--- config.mk ---
export PLATFORM = sky130hd
export DESIGN_NAME = lrx_link_rx
export DESIGN_NICKNAME = d
export VERILOG_FILES = /design/src/rtl/lrx_pkg.sv /design/src/rtl/lrx_secded_dec.sv /design/src/rtl/lrx_framer.sv /design/src/rtl/lrx_monitor.sv /design/src/rtl/lrx_link_rx.sv
export SDC_FILE = /design/constraint.sdc
export NUM_CORES = 1
export LEC_CHECK = 0
export ABC_AREA = 1
export BUFFER_PORTS_ARGS = -buffer_cell sky130_fd_sc_hd__buf_4
export CAP_MARGIN = 0
export CORE_MARGIN = 1.5
export CORE_UTILIZATION = 56
export CTS_CLUSTER_SIZE = 10
export DETAILED_ROUTE_END_ITERATION = 6
export PLACE_DENSITY = 0.85
export SLEW_MARGIN = 20
export SYNTH_ARGS = -nofsm -noshare
export SYNTH_HDL_FRONTEND = slang
export SYNTH_SLANG_ARGS = --single-unit
--- constraint.sdc ---
create_clock -name clk -period 6.7 [get_ports clk]
set_input_delay 1.005 -clock clk [delete_from_list [all_inputs] [get_ports clk]]
set_output_delay 1.005 -clock clk [all_outputs]
set_load 0.02 [all_outputs]
--- src/rtl/lrx_pkg.sv ---
package lrx_pkg;
  localparam int DATA_W = 16;
  localparam int CODE_W = 22;
  localparam logic [1:0] TAG_HDR = 2'b01;
  localparam logic [1:0] TAG_TRL = 2'b11;

  function automatic logic [CODE_W-1:0] secded_enc(input logic [DATA_W-1:0] d);
    logic [CODE_W-1:0] c;
    int j;
    c = '0;
    j = 0;
    for (int p = 1; p < CODE_W; p++) begin
      if ((p & (p - 1)) != 0) begin
        c[p] = d[j];
        j++;
      end
    end
    for (int k = 0; k < 5; k++) begin
      for (int p = 1; p < CODE_W; p++) begin
        if (((p & (p - 1)) != 0) && ((p >> k) & 1) == 1) c[1 << k] = c[1 << k] ^ c[p];
      end
    end
    c[0] = ^c[CODE_W-1:1];
    return c;
  endfunction

  function automatic logic [15:0] mk_header(input logic mark, input logic synth,
                                            input logic [11:0] evn);
    return {TAG_HDR, mark, synth, evn};
  endfunction

  function automatic logic [15:0] mk_trailer(input logic trunc, input logic synth,
                                             input logic [11:0] cnt);
    return {TAG_TRL, trunc, synth, cnt};
  endfunction

  function automatic logic [1:0] err_sum(input logic a, input logic b,
                                         input logic c, input logic d);
    return 2'({1'b0, a} + {1'b0, b} + {1'b0, c} + {1'b0, d});
  endfunction
endpackage

--- src/rtl/lrx_secded_dec.sv ---
module lrx_secded_dec
  import lrx_pkg::*;
(
  input  logic [CODE_W-1:0] code,
  output logic [DATA_W-1:0] data,
  output logic              corrected,
  output logic              bad
);
  logic [4:0]        syn;
  logic              par;
  logic [CODE_W-1:0] fixed;

  always_comb begin
    syn = '0;
    for (int p = 1; p < CODE_W; p++) begin
      if (code[p]) syn = syn ^ 5'(p);
    end
    par = ^code;
    fixed = code;
    corrected = 1'b0;
    bad = 1'b0;
    if (par) begin
      if (syn == 5'd0) corrected = 1'b1;
      else if (int'(syn) < CODE_W) begin
        fixed[syn] = ~code[syn];
        corrected = 1'b1;
      end else bad = 1'b1;
    end else if (syn != 5'd0) bad = 1'b1;
    data = '0;
    begin
      int j;
      j = 0;
      for (int p = 1; p < CODE_W; p++) begin
        if ((p & (p - 1)) != 0) begin
          data[j] = fixed[p];
          j++;
        end
      end
    end
  end
endmodule

--- src/rtl/lrx_framer.sv ---
module lrx_framer
  import lrx_pkg::*;
#(
  parameter int LVL_W    = 5,
  parameter int AF_LIMIT = 14
) (
  input  logic              clk,
  input  logic              rst_n,
  input  logic              in_valid,
  input  logic [DATA_W-1:0] dec_word,
  input  logic              dec_bad,
  input  logic [LVL_W-1:0]  fifo_level,
  output logic [1:0]        wr_cnt,
  output logic [15:0]       wr_word0,
  output logic [15:0]       wr_word1,
  output logic [11:0]       exp_evn,
  output logic              open_q,
  output logic              full,
  output logic              ev_uncorr,
  output logic              ev_mismatch,
  output logic              ev_miss_hdr,
  output logic              ev_miss_trl,
  output logic              ev_trailer,
  output logic              ev_mark,
  output logic              ev_drop
);
  logic [11:0] pay_cnt, n_pc, n_exp, base;
  logic        trunc_q, n_tr, n_open;
  logic [1:0]  n_cnt;
  logic [15:0] n_w0, n_w1;

  assign full = (int'(fifo_level) >= AF_LIMIT);

  always_comb begin
    n_cnt = 2'd0; n_w0 = '0; n_w1 = '0;
    n_open = open_q; n_pc = pay_cnt; n_tr = trunc_q; n_exp = exp_evn; base = exp_evn;
    ev_uncorr = 1'b0; ev_mismatch = 1'b0; ev_miss_hdr = 1'b0; ev_miss_trl = 1'b0;
    ev_trailer = 1'b0; ev_mark = 1'b0; ev_drop = 1'b0;
    if (in_valid) begin
      if (dec_bad) ev_uncorr = 1'b1;
      else if (dec_word[15:14] == TAG_HDR) begin
        if (open_q) begin
          n_w0 = mk_trailer(trunc_q, 1'b1, pay_cnt);
          n_cnt = 2'd1;
          ev_miss_trl = 1'b1;
          ev_trailer = 1'b1;
          base = exp_evn + 12'd1;
        end
        if (n_cnt == 2'd0) n_w0 = mk_header(dec_word[13], 1'b0, dec_word[11:0]);
        else n_w1 = mk_header(dec_word[13], 1'b0, dec_word[11:0]);
        n_cnt = n_cnt + 2'd1;
        ev_mismatch = (dec_word[11:0] != base);
        ev_mark = dec_word[13];
        n_exp = dec_word[11:0];
        n_open = 1'b1; n_pc = '0; n_tr = 1'b0;
      end else if (dec_word[15:14] == TAG_TRL) begin
        if (!open_q) begin
          n_w0 = mk_header(1'b0, 1'b1, exp_evn);
          n_cnt = 2'd1;
          ev_miss_hdr = 1'b1;
        end
        if (n_cnt == 2'd0) n_w0 = mk_trailer(trunc_q, 1'b0, pay_cnt);
        else n_w1 = mk_trailer(trunc_q, 1'b0, pay_cnt);
        n_cnt = n_cnt + 2'd1;
        ev_trailer = 1'b1;
        n_exp = exp_evn + 12'd1;
        n_open = 1'b0; n_pc = '0; n_tr = 1'b0;
      end else begin
        if (!open_q) begin
          n_w0 = mk_header(1'b0, 1'b1, exp_evn);
          n_cnt = 2'd1;
          ev_miss_hdr = 1'b1;
        end
        if (full) begin
          ev_drop = 1'b1;
          n_tr = 1'b1;
        end else begin
          if (n_cnt == 2'd0) n_w0 = dec_word;
          else n_w1 = dec_word;
          n_cnt = n_cnt + 2'd1;
          n_pc = pay_cnt + 12'd1;
        end
        n_open = 1'b1;
      end
    end
  end

  always_ff @(posedge clk) begin
    if (!rst_n) begin
      wr_cnt <= 2'd0; wr_word0 <= '0; wr_word1 <= '0;
      exp_evn <= '0; open_q <= 1'b0; pay_cnt <= '0; trunc_q <= 1'b0;
    end else begin
      wr_cnt <= n_cnt; wr_word0 <= n_w0; wr_word1 <= n_w1;
      exp_evn <= n_exp; open_q <= n_open; pay_cnt <= n_pc; trunc_q <= n_tr;
    end
  end
endmodule

--- src/rtl/lrx_monitor.sv ---
module lrx_monitor
  import lrx_pkg::*;
#(
  parameter int CNT_W = 16
) (
  input  logic             clk,
  input  logic             rst_n,
  input  logic             in_valid,
  input  logic             ev_uncorr,
  input  logic             ev_mismatch,
  input  logic             ev_miss_hdr,
  input  logic             ev_miss_trl,
  input  logic             ev_trailer,
  input  logic             ev_mark,
  input  logic [11:0]      exp_evn,
  output logic [CNT_W-1:0] cnt_words,
  output logic [CNT_W-1:0] cnt_events,
  output logic [CNT_W-1:0] cnt_errors,
  output logic [CNT_W-1:0] snap_words,
  output logic [CNT_W-1:0] snap_events,
  output logic [CNT_W-1:0] snap_errors,
  output logic [11:0]      snap_evn
);
  logic [1:0] err_inc;
  assign err_inc = err_sum(ev_uncorr, ev_mismatch, ev_miss_hdr, ev_miss_trl);

  always_ff @(posedge clk) begin
    if (!rst_n) begin
      cnt_words <= '0; cnt_events <= '0; cnt_errors <= '0;
      snap_words <= '0; snap_events <= '0; snap_errors <= '0; snap_evn <= '0;
    end else begin
      if (in_valid) cnt_words <= cnt_words + 1'b1;
      if (ev_trailer) cnt_events <= cnt_events + 1'b1;
      cnt_errors <= cnt_errors + CNT_W'(err_inc);
      if (ev_mark) begin
        snap_words <= cnt_words; snap_events <= cnt_events;
        snap_errors <= cnt_errors; snap_evn <= exp_evn;
      end
    end
  end
endmodule

--- src/rtl/lrx_link_rx.sv ---
module lrx_link_rx
  import lrx_pkg::*;
#(
  parameter int FIFO_DEPTH = 1024,
  parameter int AF_MARGIN  = 4,
  parameter int WARN_LEVEL = 768,
  parameter int CNT_W      = 16,
  localparam int LVL_W     = $clog2(FIFO_DEPTH + 1),
  localparam int AF_LIMIT  = FIFO_DEPTH - ((AF_MARGIN < 2) ? 2 : AF_MARGIN)
) (
  input  logic              clk,
  input  logic              rst_n,
  input  logic              in_valid,
  input  logic [21:0]       in_code,
  input  logic [LVL_W-1:0]  fifo_level,
  output logic [1:0]        wr_cnt,
  output logic [15:0]       wr_word0,
  output logic [15:0]       wr_word1,
  output logic              ovf_warn,
  output logic [CNT_W-1:0]  cnt_words,
  output logic [CNT_W-1:0]  cnt_events,
  output logic [CNT_W-1:0]  cnt_errors,
  output logic [CNT_W-1:0]  snap_words,
  output logic [CNT_W-1:0]  snap_events,
  output logic [CNT_W-1:0]  snap_errors,
  output logic [11:0]       snap_evn
);
  logic [15:0] dec_word;
  logic        dec_corr, dec_bad, open_q, full;
  logic        ev_uncorr, ev_mismatch, ev_miss_hdr, ev_miss_trl, ev_trailer, ev_mark, ev_drop;
  logic [11:0] exp_evn;

  lrx_secded_dec u_dec (.code(in_code), .data(dec_word), .corrected(dec_corr), .bad(dec_bad));

  lrx_framer #(.LVL_W(LVL_W), .AF_LIMIT(AF_LIMIT)) u_frm (
    .clk, .rst_n, .in_valid, .dec_word, .dec_bad, .fifo_level,
    .wr_cnt, .wr_word0, .wr_word1, .exp_evn, .open_q, .full,
    .ev_uncorr, .ev_mismatch, .ev_miss_hdr, .ev_miss_trl, .ev_trailer, .ev_mark, .ev_drop);

  lrx_monitor #(.CNT_W(CNT_W)) u_mon (
    .clk, .rst_n, .in_valid, .ev_uncorr, .ev_mismatch, .ev_miss_hdr, .ev_miss_trl,
    .ev_trailer, .ev_mark, .exp_evn, .cnt_words, .cnt_events, .cnt_errors,
    .snap_words, .snap_events, .snap_errors, .snap_evn);

  assign ovf_warn = (int'(fifo_level) > WARN_LEVEL);
endmodule

**Yosys cells after proc, flatten, opt, wreduce, memory -nomap -nowiden**

Index checks and enable logic that the tools add are counted.

- Register bits after elaboration: 168
- Bits of input ports: 36
- Output and inout port bits: 143
- Word-level logic and storage cells: 169

- Add/sub/neg operators: 11
- $lt $le $gt $ge: 5
- Equal/unequal tests: 4
- Multiplexer cells: 97
- Bitwise operators: 24
- Reductions and logical operators: 14

Operators by type and width:

| operator | number |
|---|---|
| $mux 16 | 12 |
| $mux 12 | 9 |
| $mux 22 | 3 |
| $mux 1 | 34 |
| $add 16x1->16 const B | 2 |
| $mux 2 | 16 |
| $mux 4 | 8 |
| $mux 15 | 2 |
| $mux 5 | 6 |
| $add 12x1->12 const B | 2 |
| $bwmux 22 | 1 |
| $reduce_xor 22->1 | 1 |
| $not 2->2 | 9 |
| $not 3->3 | 6 |
| $add 16x2->16 | 1 |
| $mux 3 | 4 |
| $ne 12x12->1 | 1 |
| $ge 11x10->1 const B | 1 |
| $gt 11x10->1 const B | 1 |
| $reduce_and 3->1 | 3 |
| $add 2x1->2 const B | 3 |
| $logic_not 2->1 | 3 |
| $lt 5x6->1 const B | 1 |
| $bmux 1 s5 | 1 |
| other kinds (18) | 25 |

**Longest topological paths before layout**

Gate-level depths: netlist of run 1.

- Word-level depth: 57
- Gate-level depth with buffers: 45
- Depth with buffers taken out: 45

**Cells and area by module**

A second synthesis of run 1 with hierarchy kept.

- Cell total of the unflattened synthesis: 1433
- Area total of the unflattened synthesis: 9303.9 sq um

By module, submodules not included:

| module | instances | cells each | area each (sq um) | seq. area each (sq um) |
|---|---|---|---|---|
| lrx_monitor | 1 | 574 | 4301.6 | 2162.1 |
| lrx_framer | 1 | 574 | 3681.0 | 1201.2 |
| lrx_secded_dec | 1 | 274 | 1278.7 | 0.0 |
| lrx_link_rx | 1 | 11 | 42.5 | 0.0 |

**Worst setup path before layout of run 1**

Ideal clock, no wire load.

- Kind: in2reg
- From: input in_code[7]
- To: register u_mon.cnt_errors[15]
- Library setup time: 0.115 ns
- Data arrival time: 5.990 ns
- Data required time: 6.585 ns
- Setup slack: 0.596 ns
- Stages on the path: 35
- Buffers on the path: 1
- Path through: xnor2_1 -> xnor2_2 -> xor2_1 -> xor2_2 -> nor2_1 -> o21ai_1 -> nand2_1 -> nor2_1 -> nand3_1 -> nand2_1 -> o21ai_4 -> inv_4 -> nand2_4 -> nor2_4 -> buf_2 -> nand2_1 -> fa_1 -> inv_1 -> ha_1 -> xnor2_1 -> ha_1 -> nand3_1 -> nand2_1 -> nand2_1 -> nor2_1 -> nand3_1 -> nor3_1 -> inv_1 -> nor3_1 -> inv_1 -> nor3_1 -> nand2_1 -> nor2_1 -> a21oi_1 -> o21a_1

- Word-level cells in the longest chain between the ends: 38
- Elaborated cells on any way between the ends: 64
- Those cells by class: 4 x add/sub; 3 x order compare; 2 x eq/ne; 38 x mux; 13 x bitwise; 4 x reduce/logical

Ends and longest elaborated chain:

| item | RTL line | source |
|---|---|---|
| start, declared | lrx_link_rx.sv:14 | `input logic [21:0] in_code,` |
| $mux 3 | lrx_secded_dec.sv:16 | `if (code[p]) syn = syn ^ 5'(p);` |
| $mux 4 | lrx_secded_dec.sv:16 |  |
| $not 2->2 (no line) | -- |  |
| $mux 4 (2 in series) | lrx_secded_dec.sv:16 |  |
| $not 3->3 (no line) | -- |  |
| $mux 4 (2 in series) | lrx_secded_dec.sv:16 |  |
| $not 3->3 (no line) | -- |  |
| $mux 4 (2 in series) | lrx_secded_dec.sv:16 |  |
| [19 not listed] | -- |  |
| $ne 12x12->1 / $eq 2x1->1 (equally long branches) | lrx_framer.sv:52, lrx_framer.sv:41 |  |
| $mux 1 | lrx_framer.sv:41 | `else if (dec_word[15:14] == TAG_HDR) begin` |
| $mux 1 | lrx_framer.sv:40 | `if (dec_bad) ev_uncorr = 1'b1;` |
| $mux 1 | lrx_framer.sv:39 | `if (in_valid) begin` |
| $add 1x1->2 | lrx_pkg.sv:39 | `return 2'({1'b0, a} + {1'b0, b} + {1'b0, c} + {1'b0, d});` |
| $add 2x1->2 | lrx_pkg.sv:39 |  |
| $add 2x1->2 (*) | lrx_pkg.sv:39 |  |
| $add 16x2->16 (*) | lrx_monitor.sv:34 | `cnt_errors <= cnt_errors + CNT_W'(err_inc);` |
| end signal, assigned | lrx_monitor.sv:34 |  |
| end, declared | lrx_monitor.sv:18 | `output logic [CNT_W-1:0] cnt_errors,` |

Every way passes the cells marked *; elsewhere a longest branch is shown, timed or not. The select of a mux whose other input is x is not followed.
A chain may end at the register's enable or synchronous reset.

**Final worst setup path of run 1**

- From: input in_code[7]
- To: register u_mon.cnt_errors[14]

Same word-level chain as after synthesis.

==> flow_summary_export.csv, run 1 <==
group,metric,value,unit
routing,final_antenna_net_count,0,
worst_setup_path,slowest_stage,"fa_1",
floorplan,die_h,132,um
pwr,p_sw,1070,uW
yosys,synthCells,1433,
yosys,synth_area,9290,sq um
grt,track_usage,0.316,
routing,route.vias.total,10156,
timing,final_max_slew_viol_count,0,
worst_setup_path,worstReg2RegStart,"u_frm.exp_evn[0]",
hold_path,hold_path.class,"flip-flop to flip-flop",
yosys,yosys.area.top_type,"dfxtp_1",
yosys,synthMuxAreaShare,0.00121,
timing,finalWorstSetupSlack,0.471,ns
floorplan,ioPinCount,179,
clock_tree,cts_resized,0,
yosys,ys.flop_type,"dfxtp_1",
pwr,switching_share,0.372,
worst_setup_path,ff2ff_path_depth,29,
yosys,synthAdderAreaFrac,0.0164,
timing,setup_viol,0,
cells_and_area,fill_cells,1395,
yosys,yosysMostFrequentCell,"nand2_1",
status,status,"finished, final reports clean",
clock_tree,cts_htree_levels,4,
yosys,yosysWarnings,0,
pwr,power_frac_clock,0.333,
placed_design,post-dp-hpwl,19500,um
hold_path,hold_depth,2,
timing,min_period,6.23,ns
run,cap_violations,0,
yosys,postSynthAreaPerCell,6.48,sq um
yosys,ys_ff_latch,168,
pwr,p_per_area,253,nW/um^2
routing,drc_errors,0,
placed_design,dp_cells,1774,
yosys,ys_top_cells_by_area,"dfxtp_1 36%, nand2_1 15%, nand3_1 8.7%, a21oi_1 8.4%, inv_1 5.3%",
clock_tree,cts_tree,"built",
cells_and_area,utilization,0.705,
timing,grt_setup_unrepaired,"no",
yosys,synth-edff-count,0,
floorplan,fp.dieW,132,um
worst_setup_path,end_kind,"flip-flop",
worst_setup_path,slowest_delay,0.54,ns
routing,firstDrtPassIters,6,
timing,slew_headroom,0.262,
worst_setup_path,path_common_cell,"nand2_1",
routing,drt-total-wl,27600,um
yosys,yosys.area_share.simple,0.350,
grt,grt_pass1_wl,45300,um
timing,period_share,0.930,
cells_and_area,syn2layout_area_growth,21.8,%
routing,avgViaCountPerCell,5.62,
timing,finalSetupTns,0,ns
hold_path,hold_start,"u_mon.snap_events[10]",
cells_and_area,diodes,0,
clock_tree,cts_sinks,168,
clock_tree,numCtsBuffers,17,
worst_setup_path,required,7.02,ns
clock_tree,clk_pin_slew,0.07,ns
yosys,syn-num-nets,1480,
timing,hold_viol_final,0,
worst_setup_path,arrival,6.55,ns
clock_tree,worstSkewPairLatency,0.44,ns
placed_design,gp_congestion,0.959,
clock_tree,root_buffer,"clkbuf_16",
floorplan,start_util,0.579,
clock_tree,post_cts_buffers,0,
floorplan,die-area,17400,sq um
pwr,combinationalPowerShare,0.288,
cells_and_area,fin_cells,1806,
cells_and_area,drive_gt1_frac,0.156,
yosys,ys_seq_area_frac,0.362,
worst_setup_path,cp-start-kind,"primary input",
worst_setup_path,cp_max_fo,10,
cells_and_area,fin_nets,1624,
timing,tightest_slew,1.11,ns
yosys,synth_common_cells,"381 x nand2_1, 168 x dfxtp_1, 161 x nand3_1",
placed_design,numPortBuffers,178,
grt,grt_max_degree,93,
pwr,p_leak,0.00494,uW
worst_setup_path,path_class,"primary input to flip-flop",
timing,maxClockFrequency,161,MHz
clock_tree,ctsLongestPathBuffers,2,
timing,whs,0.463,ns
routing,drt_first_iter_violations,1053,
timing,skew,0.0117,ns
floorplan,coreArea,16100,sq um
grt,grt_pass1_vias,9204,
yosys,async_flop_share,0,
yosys,synth_top_family_by_area,"simple AND/OR/NAND/NOR gates",
clock_tree,hold_buffers,0,
grt,antenna_found_initial,0,
yosys,synth_xor_area_frac,0.0488,
yosys,synth_cell_types,38,
yosys,synth-compound-area-share,0.135,
pwr,ir_worst_vdd,0.206,mV
pwr,seqPwrFrac,0.379,
floorplan,rows,46,
routing,route.detailed.wl_per_inst,15.3,um
worst_setup_path,critical_path.startpoint,"in_code[7]",
yosys,yosys.area.top_type_share,0.362,
grt,grt-ovfl-total,0,
placed_design,pre_cts_ws,0.209,ns
pwr,power.internal,1800,uW
worst max-delay path, delay by kind of cell:
kind | cells | cell delay [ns]
compound gates | 4 | 0.76
xor+xnor | 5 | 1.48
fa+ha+maj | 3 | 0.99
buf+inv | 5 | 0.54
simple gates | 13 | 1.77
sequential cells by signal, indices dropped and copies added (netlist names), 16 cells and up:
register and count:
u_mon.cnt_errors 16, u_mon.cnt_events 16, u_mon.snap_events 16, u_frm.wr_word0 16
u_mon.snap_words 16, u_mon.snap_errors 16, u_mon.cnt_words 16, u_frm.wr_word1 16
cells by family (layout without fill, tap and decap cells):
| logic type | after synthesis | after routing |
|---|---|---|
| adders and majority gates | 11 | 11 |
| and+or+nand+nor | 757 | 757 |
| AOI/OAI and AO/OA | 242 | 242 |
| buffers and inverters | 204 | 361 |
| muxes | 1 | 1 |
| DFF | 168 | 168 |
| xor gates and xnor gates | 50 | 50 |
cell type report:
class	instances	area [sq um]	area share
clock inverters	13	134	0.0118
inverters	132	498	0.0440
flip-flops and latches	168	3360	0.297
multi-input cells	1061	5130	0.453
repair buffers	197	1480	0.131
well taps	216	270	0.0239
clock buffers	19	443	0.0391
path summary, 6_finish.rpt:
check | end | slack (ns)
hold / removal | u_mon.snap_events[10] | 0.46
setup / recovery | u_mon.cnt_errors[14] | 0.47
hold reg to reg | u_mon.snap_events[10] | 0.46
setup reg to reg | u_mon.cnt_errors[14] | 1.65
metal layers:
layer / wire [um] / part of all wire / GRT usage / vias to the layer above
li1: - / - / - / 4975
met1: 11700 / 0.42 / 0.420 / 4591
met2: 12700 / 0.46 / 0.508 / 521
met3: 2370 / 0.086 / 0.0573 / 69
met4: 822 / 0.030 / 0.128 / 0
met5: 0 / 0 / 0 / -
layout by cell type, fill, tap and decap left out, types with 4 or more instances in the layout:
cell type,n
buf_4,197
clkbuf_16,17
nand3_1,161
nand2_1,380
nor3_1,45
a31oi_1,12
nor4_1,4
dfxtp_1,168
nor2_1,120
nand3b_1,11
o21ai_1,5
xor2_1,26
ha_1,9
xnor2_1,22
nand4_1,22
o21ai_0,60
a21oi_1,156
inv_1,128
or2_2,6
power by group through the flow:
stage | clock network [uW] | registers, uW | logic (uW)
after floorplan | 0 | 1120 | 556
after global placement | 0 | 1100 | 795
after detailed placement | 0 | 1100 | 803
after CTS | 962 | 1080 | 807
after global routing | 1010 | 1090 | 917
final | 953 | 1080 | 825
per-stage QoR:
step	total power, uW	cell area (sq um)
after floorplan	1670	9290
after global placement	1900	10700
after detailed placement	1910	10700
after CTS	2850	11300
after global routing	3020	11300
final	2860	11300
(Power assumes the default switching activity.)
==> run 2: changes to the inputs <==
--- a/config.mk
+++ b/config.mk
@@ -9,10 +9,10 @@
 export BUFFER_PORTS_ARGS = -buffer_cell sky130_fd_sc_hd__buf_4
 export CAP_MARGIN = 0
 export CORE_MARGIN = 1.5
-export CORE_UTILIZATION = 56
+export CORE_UTILIZATION = 51
 export CTS_CLUSTER_SIZE = 10
 export DETAILED_ROUTE_END_ITERATION = 6
-export PLACE_DENSITY = 0.85
+export PLACE_DENSITY = 0.81
 export SLEW_MARGIN = 20
 export SYNTH_ARGS = -nofsm -noshare
 export SYNTH_HDL_FRONTEND = slang
==> constraint.sdc (replaced) <==
create_clock -name clk -period 5.31 [get_ports clk]
set_input_delay 0.7965 -clock clk [delete_from_list [all_inputs] [get_ports clk]]
set_output_delay 0.7965 -clock clk [all_outputs]
set_load 0.02 [all_outputs]
==> flow_summary_export.csv, run 2 (synthesis gave the netlist of run 1 again) <==
group,metric,value,unit
status,status,"finished with violations",
status,violations,"setup timing",
cells_and_area,diodes,0,
timing,min_period,5.46,ns
placed_design,numPortBuffers,178,
floorplan,coreArea,17900,sq um
clock_tree,clk_pin_slew,0.07,ns
timing,period_share,1.03,
floorplan,die_h,138,um
hold_path,hold_path.class,"flip-flop to flip-flop",
worst_setup_path,cp_max_fo,4,
clock_tree,root_buffer,"clkbuf_16",
worst_setup_path,arrival,5.80,ns
floorplan,start_util,0.519,
routing,route.detailed.wl_per_inst,16.2,um
timing,maxClockFrequency,183,MHz
routing,avgViaCountPerCell,5.55,
grt,grt_pass1_wl,47600,um
placed_design,post-dp-hpwl,21300,um
timing,final_max_slew_viol_count,0,
cells_and_area,fin_nets,1744,
timing,slew_headroom,0.322,
worst_setup_path,crit_family,"simple AND/OR/NAND/NOR gates",
routing,drt-total-wl,31500,um
clock_tree,cts_htree_levels,4,
floorplan,die-area,19000,sq um
cells_and_area,syn2layout_area_growth,39.6,%
worst_setup_path,end_kind,"flip-flop",
placed_design,dpl_cell_area,11600,sq um
clock_tree,worstSkewPairLatency,0.44,ns
run,cap_violations,0,
grt,grt_pass1_vias,9539,
timing,grt_setup_unrepaired,"yes",
clock_tree,cts_tree,"built",
worst_setup_path,cp-start-kind,"primary input",
routing,drc_errors,0,
timing,skew,0.0138,ns
floorplan,fp.dieW,138,um
floorplan,rows,49,
timing,setup_viol,2,
grt,grt_max_degree,93,
worst_setup_path,slowest_delay,0.57,ns
cells_and_area,drive_gt1_frac,0.274,
routing,final_antenna_net_count,0,
pwr,p_per_area,318,nW/um^2
worst_setup_path,critical_path_depth,36,
routing,firstDrtPassIters,6,
floorplan,ioPinCount,179,
worst_setup_path,required,5.65,ns
pwr,ir_worst_vdd,0.330,mV
grt,track_usage,0.317,
cells_and_area,final_cell_mix,"348 x nand2_1, 299 x buf_4, 167 x dfxtp_1, 154 x a21oi_1, 142 x nand3_1",
cells_and_area,postLayoutCellArea,13000,sq um
placed_design,gp_congestion,0.980,
timing,tightest_slew,1.02,ns
clock_tree,numCtsBuffers,17,
hold_path,hold_depth,2,
worst_setup_path,slowest_stage,"fa_1",
worst_setup_path,path_class,"primary input to flip-flop",
routing,drt_first_iter_violations,915,
routing,route.vias.total,10767,
pwr,p_leak,0.00569,uW
cells_and_area,fill_cells,1437,
cells_and_area,multi_input_area,5720,sq um
grt,grt-ovfl-total,0,
clock_tree,ctsLongestPathBuffers,2,
pwr,finalPower,4120,uW
grt,antenna_found_initial,0,
clock_tree,cts_sinks,168,
timing,finalWorstSetupSlack,-0.153,ns
worst_setup_path,ff2ff_path_depth,32,
cells_and_area,layout_commonest_cell,"nand2_1",
cells_and_area,seqCellArea,3360,sq um
timing,hold_viol_final,0,
worst_setup_path,worst-path-buf-inv,6,
-- run 2: cell types whose count changed in the layout (fill, tap and decap cells not counted), moves of 10 or more --
| cell | delta |
|---|---|
| buf_4 | +102 |
| nand3_2 | +13 |
| nand2_2 | +27 |
| buf_6 | +11 |
| inv_1 | -12 |
| nand2_1 | -32 |
| nor2_1 | -11 |
| nand3_1 | -19 |
| inv_2 | +11 |
| xnor2_1 | -10 |
-- run 2: path summary, 6_finish.rpt --
kind,end,start,slack (ns)
worst max register to register,u_mon.cnt_errors[15],u_frm.exp_evn[0],0.37
worst min register to register,u_mon.snap_evn[9],u_mon.snap_evn[9],0.46
worst min-delay path,u_mon.snap_evn[9],u_mon.snap_evn[9],0.46
worst max-delay path,u_mon.cnt_errors[15],in_code[7],-0.15
-- run 2: layout make-up --
cell class / count / share of cell area
inverter: 132 / 0.0390
clock inverter: 15 / 0.0158
clock buffer: 17 / 0.0328
multi-input combinational: 1063 / 0.441
sequential: 168 / 0.259
tap: 229 / 0.0221
timing repair buffer: 315 / 0.190
-- run 2: what timing repair did --
action	4_1_cts	5_1_grt
endpoints found under the setup margin	4	8
pin swaps	11	55
cloned	1	1
hold endpoints to repair	0	0
resized for setup	20	109
hold buffers	0	0
buffers inserted	8	16
-- run 2: per-stage QoR --
step / std cells / setup WS, ns / hold slack, ns / setup TNS, ns / util
final: 1939 / -0.153 / 0.462 / -0.189 / 0.724
after global routing: 1939 / -0.391 / 0.482 / -1.01 / 0.724
after CTS: 1923 / -0.0164 / 0.464 / -0.0164 / 0.692
after detailed placement: 1882 / -0.673 / 0.453 / -3.00 / 0.647
after global placement: 1882 / -0.421 / 0.450 / -1.25 / 0.647
after floorplan: 1433 / -0.321 / 0.451 / -0.641 / -
-- run 2: power breakdown --
group          switching (uW)  internal, uW
clock                     596           722
combinational             864           565
sequential               64.3          1310
total                    1520          2600
-- run 2: routing by layer --
metal / global-route usage / part of all wire / vias up
met5: 0 / 0 / -
met4: 0.143 / 0.040 / 0
met3: 0.0618 / 0.079 / 98
met2: 0.515 / 0.48 / 540
met1: 0.407 / 0.41 / 4904
li1: - / - / 5225
-- run 2: worst reg2reg max path, delay by kind of cell (launching register included) --
family | cells | cell delay, ns
adder cells (fa/ha/maj) | 2 | 0.46
buffers and inverters | 5 | 0.50
XOR/XNOR | 2 | 0.31
AO/OA/AOI/OAI | 3 | 0.29
AND/OR/NAND/NOR | 20 | 2.77
flip-flops | 1 | 0.51
